## config.mk

```make
export PLATFORM = sky130hd
export DESIGN_NAME = irq_status_mirror
export DESIGN_NICKNAME = d
export VERILOG_FILES = /design/src/rtl/irq_status_mirror_pkg.sv /design/src/rtl/irq_status_mirror_ctrl.sv /design/src/rtl/irq_status_mirror_dp.sv /design/src/rtl/irq_status_mirror.sv
export SDC_FILE = /design/constraint.sdc
export NUM_CORES = 1
export LEC_CHECK = 0
export BUFFER_PORTS_ARGS = -buffer_cell sky130_fd_sc_hd__buf_2
export CORE_UTILIZATION = 36
export CTS_BUF_LIST = sky130_fd_sc_hd__clkbuf_8
export DETAILED_ROUTE_END_ITERATION = 16
export GPL_TIMING_DRIVEN = 0
export MAX_ROUTING_LAYER = met4
export PLACE_DENSITY_LB_ADDON = 0.25
export SYNTH_ARGS = -nofsm -noshare
export SYNTH_HDL_FRONTEND = slang
export SYNTH_HIERARCHICAL = 1
export SYNTH_SLANG_ARGS = --single-unit
```

## constraint.sdc

```tcl
create_clock -name clk -period 3.1 [get_ports clk]
set_clock_uncertainty 0.1 [all_clocks]
set_input_delay 0.155 -clock clk [delete_from_list [all_inputs] [get_ports clk]]
set_output_delay 0.155 -clock clk [all_outputs]
set_load 0.02 [all_outputs]
```

## src/rtl/irq_status_mirror_pkg.sv

```systemverilog
package irq_status_mirror_pkg;
  parameter int NUM_CH = 2;
  parameter int ADDR_W = 6;
  parameter int DATA_W = 32;
  localparam int LANES = DATA_W / 8;

  // byte offsets whose bit positions a driver decodes
  localparam logic [7:0] SUM_OFS  = 8'h71;
  localparam logic [7:0] MIRA_OFS = 8'h50;
  localparam logic [7:0] MIRB_OFS = 8'h57;
  localparam int SUM_ST_BIT  = 2;  // ch0 status, ch1 at +1
  localparam int SUM_BLK_BIT = 4;  // ch0 block, ch1 at +1
  localparam int MIRA_BIT    = 2;
  localparam int MIRB_BIT    = 4;

  typedef struct packed {
    logic [NUM_CH-1:0] setSt;
    logic [NUM_CH-1:0] dropSt;
    logic [NUM_CH-1:0] clrSt;
    logic              blkWe;
    logic [NUM_CH-1:0] blkVal;
  } strobe_t;
endpackage

```

## src/rtl/irq_status_mirror_ctrl.sv

```systemverilog
module irq_status_mirror_ctrl
  import irq_status_mirror_pkg::*;
(
  input  logic                clk,
  input  logic                rstN,
  input  logic [NUM_CH-1:0]   chReq,
  input  logic                cfgWrEn,
  input  logic [ADDR_W-1:0]   cfgAddr,
  input  logic [LANES-1:0]    cfgByteEn,
  input  logic [DATA_W-1:0]   cfgWrData,
  output strobe_t             strb
);
  localparam int SUM_LANE  = int'(SUM_OFS[1:0]);
  localparam int MIRA_LANE = int'(MIRA_OFS[1:0]);
  localparam int MIRB_LANE = int'(MIRB_OFS[1:0]);
  localparam logic [ADDR_W-1:0] SUM_DW  = ADDR_W'(SUM_OFS[7:2]);
  localparam logic [ADDR_W-1:0] MIRA_DW = ADDR_W'(MIRA_OFS[7:2]);
  localparam logic [ADDR_W-1:0] MIRB_DW = ADDR_W'(MIRB_OFS[7:2]);

  logic [NUM_CH-1:0] reqPrev;
  logic hitSum, hitMirA, hitMirB;
  logic [7:0] sumByte, mirAByte, mirBByte;

  always_ff @(posedge clk) begin
    if (!rstN) reqPrev <= '0;
    else       reqPrev <= chReq;
  end

  always_comb begin
    hitSum   = cfgWrEn && (cfgAddr == SUM_DW)  && cfgByteEn[SUM_LANE];
    hitMirA  = cfgWrEn && (cfgAddr == MIRA_DW) && cfgByteEn[MIRA_LANE];
    hitMirB  = cfgWrEn && (cfgAddr == MIRB_DW) && cfgByteEn[MIRB_LANE];
    sumByte  = cfgWrData[8*SUM_LANE +: 8];
    mirAByte = cfgWrData[8*MIRA_LANE +: 8];
    mirBByte = cfgWrData[8*MIRB_LANE +: 8];

    strb.setSt  = chReq & ~reqPrev;
    strb.dropSt = ~chReq & reqPrev;
    strb.clrSt[0] = (hitSum && sumByte[SUM_ST_BIT]) || (hitMirA && mirAByte[MIRA_BIT]);
    strb.clrSt[1] = (hitSum && sumByte[SUM_ST_BIT+1]) || (hitMirB && mirBByte[MIRB_BIT]);
    strb.blkWe  = hitSum;
    strb.blkVal = sumByte[SUM_BLK_BIT +: NUM_CH];
  end


  no_clr_without_write_chk: assert property (@(posedge clk) disable iff (!rstN)
    !cfgWrEn |-> (strb.clrSt == '0 && !strb.blkWe));

  rise_strobe_chk: assert property (@(posedge clk) disable iff (!rstN)
    (strb.setSt != '0) |=> ((reqPrev & $past(strb.setSt)) == $past(strb.setSt)));
endmodule

```

## src/rtl/irq_status_mirror_dp.sv

```systemverilog
module irq_status_mirror_dp
  import irq_status_mirror_pkg::*;
(
  input  logic              clk,
  input  logic              rstN,
  input  strobe_t           strb,
  input  logic [ADDR_W-1:0] cfgAddr,
  output logic [DATA_W-1:0] cfgRdData,
  output logic              irqOut
);
  localparam logic [ADDR_W-1:0] SUM_DW  = ADDR_W'(SUM_OFS[7:2]);
  localparam logic [ADDR_W-1:0] MIRA_DW = ADDR_W'(MIRA_OFS[7:2]);
  localparam logic [ADDR_W-1:0] MIRB_DW = ADDR_W'(MIRB_OFS[7:2]);
  localparam int SUM_POS  = 8*int'(SUM_OFS[1:0]);
  localparam int MIRA_POS = 8*int'(MIRA_OFS[1:0]);
  localparam int MIRB_POS = 8*int'(MIRB_OFS[1:0]);

  logic [NUM_CH-1:0] stat;
  logic [NUM_CH-1:0] blk;

  for (genvar ch = 0; ch < NUM_CH; ch++) begin : g_ch
    always_ff @(posedge clk) begin
      if (!rstN)                   stat[ch] <= 1'b0;
      else if (strb.setSt[ch])     stat[ch] <= 1'b1;  // request wins
      else if (strb.dropSt[ch])    stat[ch] <= 1'b0;
      else if (strb.clrSt[ch])     stat[ch] <= 1'b0;
    end

    always_ff @(posedge clk) begin
      if (!rstN)            blk[ch] <= 1'b0;
      else if (strb.blkWe)  blk[ch] <= strb.blkVal[ch];
    end


    set_applies_chk: assert property (@(posedge clk) disable iff (!rstN)
      strb.setSt[ch] |=> stat[ch]);

    drop_applies_chk: assert property (@(posedge clk) disable iff (!rstN)
      strb.dropSt[ch] |=> !stat[ch]);

    no_write_set_chk: assert property (@(posedge clk) disable iff (!rstN)
      (!strb.setSt[ch] && !stat[ch]) |=> !stat[ch]);

    req_wins_chk: assert property (@(posedge clk) disable iff (!rstN)
      (strb.setSt[ch] && strb.clrSt[ch]) |=> stat[ch]);
  end

  always_comb begin
    cfgRdData = '0;
    unique case (cfgAddr)
      SUM_DW: begin
        cfgRdData[SUM_POS + SUM_ST_BIT  +: NUM_CH] = stat;
        cfgRdData[SUM_POS + SUM_BLK_BIT +: NUM_CH] = blk;
      end
      MIRA_DW: cfgRdData[MIRA_POS + MIRA_BIT] = stat[0];
      MIRB_DW: cfgRdData[MIRB_POS + MIRB_BIT] = stat[1];
      default: cfgRdData = '0;
    endcase
  end

  assign irqOut = |(stat & ~blk);


  irq_needs_status_chk: assert property (@(posedge clk) disable iff (!rstN)
    irqOut |-> (stat != '0));

  reset_quiet_chk: assert property (@(posedge clk)
    $rose(rstN) |-> (!irqOut && stat == '0 && blk == '0));
endmodule

```

## src/rtl/irq_status_mirror.sv

```systemverilog
module irq_status_mirror
  import irq_status_mirror_pkg::*;
(
  input  logic        clk,
  input  logic        rstN,
  input  logic [1:0]  chReq,
  input  logic        cfgWrEn,
  input  logic [5:0]  cfgAddr,
  input  logic [3:0]  cfgByteEn,
  input  logic [31:0] cfgWrData,
  output logic [31:0] cfgRdData,
  output logic        irqOut
);
  strobe_t strb;

  irq_status_mirror_ctrl u_ctrl (
    .clk(clk), .rstN(rstN), .chReq(chReq), .cfgWrEn(cfgWrEn),
    .cfgAddr(cfgAddr), .cfgByteEn(cfgByteEn), .cfgWrData(cfgWrData),
    .strb(strb)
  );

  irq_status_mirror_dp u_dp (
    .clk(clk), .rstN(rstN), .strb(strb), .cfgAddr(cfgAddr),
    .cfgRdData(cfgRdData), .irqOut(irqOut)
  );
endmodule

```

==> impl_metrics.env, run 1 <==
export IMPL_status="completed"
export IMPL_syn_cell_area_um2=653
export IMPL_cp_common_cell="buf_2"
export IMPL_cts_buffers=3
export IMPL_cts_sinks=6
export IMPL_initial_core_util_pct=38.2
export IMPL_wl_um=1270
export IMPL_clkTransAtPathRegs_ns=0.03
export IMPL_die_h_um=44.6
export IMPL_cts_tree="yes"
export IMPL_firstDrtPassIters=2
export IMPL_synth_seq_cells=6
export IMPL_postCtsSetupBuffers=0
export IMPL_cp_slowest_stage_delay_ns=0.38
export IMPL_finish_utilization_pct=55.0
export IMPL_nets=170
export IMPL_finalCritPeriodShare_pct=43.4
export IMPL_route_vias_total=538
export IMPL_grt_pass1_vias=458
export IMPL_fin_cells=146
export IMPL_rr_endpoint="u_dp/stat[1]"
export IMPL_leakage_uw=0.000531
export IMPL_htree_levels=1
export IMPL_reg2reg_depth=3
export IMPL_peakVddDrop_mv=0.275
export IMPL_rsz0062_at_grt="no"
export IMPL_hpwlAfterDp_um=1070
export IMPL_hold_viol=0
export IMPL_synth_flop_cell="dfxtp_1"
export IMPL_dieWidth_um=44.6
export IMPL_detail_route_iter0_violations=1
export IMPL_power_density_nw_per_um2=311
export IMPL_worstPathCellList="buf_2 > and4bb_1 > nor4b_4 > buf_2"
export IMPL_drcViolationCount=0
export IMPL_whs_ns=0.0668
export IMPL_cts_max_path_buffers=2
export IMPL_crit_path_start="cfgAddr[1]"
export IMPL_crit_path_end_kind="output port"
export IMPL_cts_hold_buffers_added=0
export IMPL_gr_usage_all_layers_pct=13.9
export IMPL_cts_resized=0
export IMPL_num_antenna_cells=0
export IMPL_min_path_type="in2reg"
export IMPL_worstSkewPairLatency_ns=0.22
export IMPL_root_buffer="clkbuf_8"
export IMPL_drtAntennaViolNets=0
export IMPL_slew_viol_final=0
export IMPL_worstSetupStartpointType="input pin"
export IMPL_cp_endpoint="cfgRdData[2]"
export IMPL_place_ws_ns=1.75
export IMPL_port_buffers=24
export IMPL_ys_warn_count=6
export IMPL_worstSetupPathType="in2out"
export IMPL_r2r_start="u_ctrl/reqPrev[1]"
export IMPL_rrSetupSlack_ns=2.22
export IMPL_synth_edf_count=0
export IMPL_netlist_cell_type_count=21
export IMPL_yosysSeqAreaShare_pct=18.4
export IMPL_avgSynthCellArea_um2=9.47
export IMPL_maxCapViolCount=0
export IMPL_grt_overflow=0
export IMPL_via_per_inst=3.68
export IMPL_setup_ws_ns=1.75
export IMPL_cp_required_ns=2.84
export IMPL_hold_start="chReq[0]"
export IMPL_rows=15
export IMPL_slowest_stage="and4bb_1"
export IMPL_detail_route_wl_per_cell_um=8.67
export IMPL_pin_count=80
export IMPL_setup_viol=0
export IMPL_design_core_area_um2=1710
export IMPL_grt_pass1_wl_um=1890
export IMPL_fin_setup_tns_ns=0
export IMPL_fp_dieArea_um2=1990
export IMPL_fillers=166
export IMPL_worst_ep_arrival_time_ns=1.09
export IMPL_area_growth_pct=43.9
export IMPL_cp_max_fo=6
export IMPL_place_congestion=0.756
export IMPL_min_period_ns=1.35
export IMPL_drive_gt1_share_pct=49.6
export IMPL_max_freq_ghz=0.743
export IMPL_synthCells=69
export IMPL_grt_max_degree=12
export IMPL_antenna_found_initial=0
export IMPL_dp_cells=143
export IMPL_async_flop_share_pct=0
## worst min path at each step
| stage | end | slack (ns) | cells past startpoint |
|---|---|---|---|
| floorplan | u_dp/stat[0] | 0.17 | 1 |
| global placement | u_ctrl/reqPrev[1] | 0.28 | 2 |
| detailed placement | u_ctrl/reqPrev[1] | 0.29 | 2 |
| CTS | u_ctrl/reqPrev[1] | 0.06 | 2 |
| global route | u_ctrl/reqPrev[0] | 0.07 | 2 |
| finish | u_ctrl/reqPrev[0] | 0.07 | 2 |
## per-layer routing
layer	up-vias	track usage [%]	wire [um]
met2	30	22.9	597
li1	294	-	-
met4	0	10.9	27
met5	-	-	0
met3	4	1.63	113
met1	210	14.8	527
## Yosys cell counts, drive strengths merged, types with 2 or more instances
cell type | n | area (um2)
buf | 29 | 218
dfxtp | 6 | 120
nor2b | 6 | 37.5
and4b | 5 | 50.1
nand4b | 3 | 41.3
and2 | 2 | 12.5
inv | 2 | 7.51
mux2i | 2 | 20.0
nor3b | 2 | 15.0
o21a | 2 | 15.0
## cells in the final DEF, fill, tap and decap left out, types with 3 or more instances in the layout
master,n
buf_4,29
conb_1,26
buf_2,24
nor2b_1,6
dfxtp_1,6
and4b_1,5
clkbuf_8,3
## area by class of cell
type	instances	area, um2	area share (%)
multi-input cells	57	402	42.7
plain buffers	29	218	23.2
flip-flops and latches	6	120	12.8
repair buffers	24	120	12.8
clock buffers	3	41.3	4.39
well taps	25	31.3	3.33
inverters	2	7.51	0.799
## cells by family after synthesis
kind of cell | after synthesis | share of synthesized area (%)
other cells | 1 | 0.574
compound gates | 5 | 8.62
flops | 6 | 18.4
mux | 2 | 3.07
buf+inv | 31 | 34.5
simple gates | 24 | 34.9
## metrics by stage
stage / cell area, um2 / total power (uW)
2_1_floorplan: 747 / 156
3_3_place_gp: 898 / 177
3_5_place_dp: 898 / 178
4_1_cts: 940 / 296
5_1_grt: 940 / 308
6_report: 940 / 292
## registers in the layout, indices dropped and copies added, names as in the netlist
signal	flops
u_ctrl/reqPrev	2
u_dp/blk	2
u_dp/stat	2
## power breakdown
| group | leakage [uW] | switching (uW) | internal, uW |
|---|---|---|---|
| Sequential | 0.0000495 | 1.91 | 81.2 |
| Combinational | 0.000460 | 52.3 | 42.8 |
| Clock | 0.0000216 | 31.0 | 83.2 |
## worst max-delay path: cells and delay by family
family,cells,cell delay (ns)
buffers and inverters,2,0.33
and+or+nand+nor,2,0.60
(Power assumes the default switching activity.)
==> run 2, diff against run 1 <==
ABC_AREA = 1   (was unset)
CORE_UTILIZATION = 34   (was 36)
clock period = 1.3 ns   (was 3.1 ns; I/O delays follow)
==> impl_metrics.env, run 2 <==
export IMPL_status="completed"
export IMPL_nets=221
export IMPL_synth_flop_cell="dfxtp_1"
export IMPL_setup_viol=0
export IMPL_rrSetupSlack_ns=0.46
export IMPL_top_usage_layer="met2"
export IMPL_cp_required_ns=1.13
export IMPL_cts_sinks=6
export IMPL_gr_usage_all_layers_pct=13.2
export IMPL_finalCritPeriodShare_pct=89.8
export IMPL_netlist_cell_type_count=16
export IMPL_drcViolationCount=0
export IMPL_route_vias_total=719
export IMPL_yosys_area_top_type="buf_4"
export IMPL_htree_levels=1
export IMPL_synthSimpleGateAreaFrac_pct=33.5
export IMPL_synth_xor_area_share_pct=0
export IMPL_postCtsSetupBuffers=0
export IMPL_syn_cell_area_um2=698
export IMPL_detail_route_wl_per_cell_um=7.19
export IMPL_synthTopCellsByArea="buf_4, dfxtp_1, inv_1"
export IMPL_crit_path_end_kind="output port"
export IMPL_layout_common_cells="buf_4, conb_1, buf_2, inv_1, nor2_1"
export IMPL_ys_warn_count=6
export IMPL_reg_top3="u_ctrl/reqPrev x2, u_dp/blk x2, u_dp/stat x2"
export IMPL_max_freq_ghz=0.857
export IMPL_fp_dieArea_um2=2240
export IMPL_slew_viol_final=0
export IMPL_muxShareOfSynthArea_pct=0
export IMPL_cts_tree="yes"
export IMPL_firstDrtPassIters=5
export IMPL_cp_slowest_stage_delay_ns=0.32
export IMPL_yosysSeqAreaShare_pct=17.2
export IMPL_synth_top_family_by_area="buffers and inverters"
export IMPL_grt_max_degree=6
export IMPL_cp_max_fo=3
export IMPL_rsz0062_at_grt="no"
export IMPL_synth_common_cells="buf_4, inv_1, nor2_1"
export IMPL_met2_usage_pct=25.5
export IMPL_worstSetupStartpointType="register"
export IMPL_hold_viol=0
export IMPL_pin_count=80
export IMPL_power_density_nw_per_um2=697
export IMPL_worstPathCellList="inv_1 > nor2_1 > nand2_1 > nor2_1 > buf_2"
export IMPL_design_core_area_um2=1940
export IMPL_cts_resized=0
export IMPL_rows=16
export IMPL_worstSkewPairLatency_ns=0.22
export IMPL_synth_compound_area_share_pct=3.58
export IMPL_synth_edf_count=0
export IMPL_mostFrequentLayoutCell="buf_4"
export IMPL_fin_setup_tns_ns=0
export IMPL_leakage_uw=0.000640
export IMPL_cts_max_path_buffers=2
export IMPL_grt_overflow=0
export IMPL_cts_hold_buffers_added=5
export IMPL_maxCapViolCount=0
export IMPL_cts_buffers=3
export IMPL_crit_buf_inv=2
export IMPL_critPathTopFamily="flip-flops"
export IMPL_synth_seq_cells=6
export IMPL_grt_pass1_vias=562
export IMPL_clkTransAtPathRegs_ns=0.04
export IMPL_dieWidth_um=47.3
export IMPL_yosysMostFrequentCell="buf_4"
export IMPL_hpwlAfterDp_um=1080
export IMPL_num_antenna_cells=0
export IMPL_wl_um=1430
export IMPL_cp_common_cell="nor2_1"
export IMPL_place_congestion=0.743
export IMPL_min_path_type="in2reg"
export IMPL_grt_pass1_wl_um=2030
export IMPL_async_flop_share_pct=0
export IMPL_avgSynthCellArea_um2=6.07
export IMPL_grt_use_met3_pct=2.69
export IMPL_min_period_ns=1.17
export IMPL_drive_gt1_share_pct=39.0
export IMPL_met1_usage_pct=12.1
export IMPL_slowest_stage="dfxtp_1"
export IMPL_yosys_area_top_type_share_pct=31.2
export IMPL_antenna_found_initial=0
export IMPL_drtAntennaViolNets=0
export IMPL_area_growth_pct=48.6
export IMPL_root_buffer="clkbuf_8"
export IMPL_detail_route_iter0_violations=9
export IMPL_fillers=196
export IMPL_peakVddDrop_mv=0.377
export IMPL_worst_ep_arrival_time_ns=1.00
export IMPL_die_h_um=47.3
export IMPL_port_buffers=24
export IMPL_synthCells=115
export IMPL_synthAdderAreaFrac_pct=0
export IMPL_initial_core_util_pct=36.0
export IMPL_via_per_inst=3.61
export IMPL_total_power_uw=723
export IMPL_worstSetupPathType="reg2out"
==> run 2: final timing paths <==
check / start / to / depth (start not counted)
max: u_dp/stat[1] / cfgRdData[28] / 5
min: cfgWrData[10] / u_dp/stat[0] / 6
max reg2reg: u_ctrl/reqPrev[0] / u_dp/stat[0] / 5
min reg2reg: u_dp/stat[1] / u_dp/stat[1] / 2
==> run 2: metrics by stage <==
step / instances / instance area, um2 / setup WS, ns / utilization (%) / hold slack, ns
final: 199 / 1040 / 0.133 / 53.4 / 0.148
after global routing: 199 / 1040 / 0.0475 / 53.4 / 0.198
after CTS: 199 / 1040 / 0.113 / 53.4 / 0.151
after detailed placement: 191 / 946 / 0.222 / 48.7 / 0.176
after global placement: 191 / 946 / 0.244 / 48.7 / 0.174
after floorplan: 140 / 792 / 0.359 / - / 0.0585
==> run 2: cell families after synthesis <==
group / count (synthesis)
flops: 6
buf+inv: 55
simple gates: 48
compound gates: 5
other cells: 1
==> run 2: metal layers <==
metal  share of wire [%]  wire (um)
met2                  55        788
met5                   0          0
met4                   0          0
met1                  39        554
met3                 6.1         87
==> run 2: layout make-up <==
type	count	area [um2]	share of cell area (%)
buffer	29	218	21.0
clock buffer	3	41.3	3.98
timing repair buffer	29	170	16.4
inverter	26	97.6	9.41
sequential	6	120	11.6
multi-input combinational	79	357	34.4
tap	27	33.8	3.26
==> run 2: where the power goes <==
| part | switching (uW) | internal [uW] | leakage (uW) | total (uW) |
|---|---|---|---|---|
| combinational | 140 | 108 | 0.000569 | 248 |
| clock | 77.9 | 199 | 0.0000216 | 277 |
| sequential | 4.72 | 194 | 0.0000495 | 198 |
| total | 222 | 501 | 0.000640 | 723 |
==> run 2: worst min-delay path, cell delays in order <==
cell and delay (ns):
buf_2 0.08, nand3_1 0.06, nand2_1 0.06, inv_1 0.03, nand3_1 0.07, a21oi_1 0.05
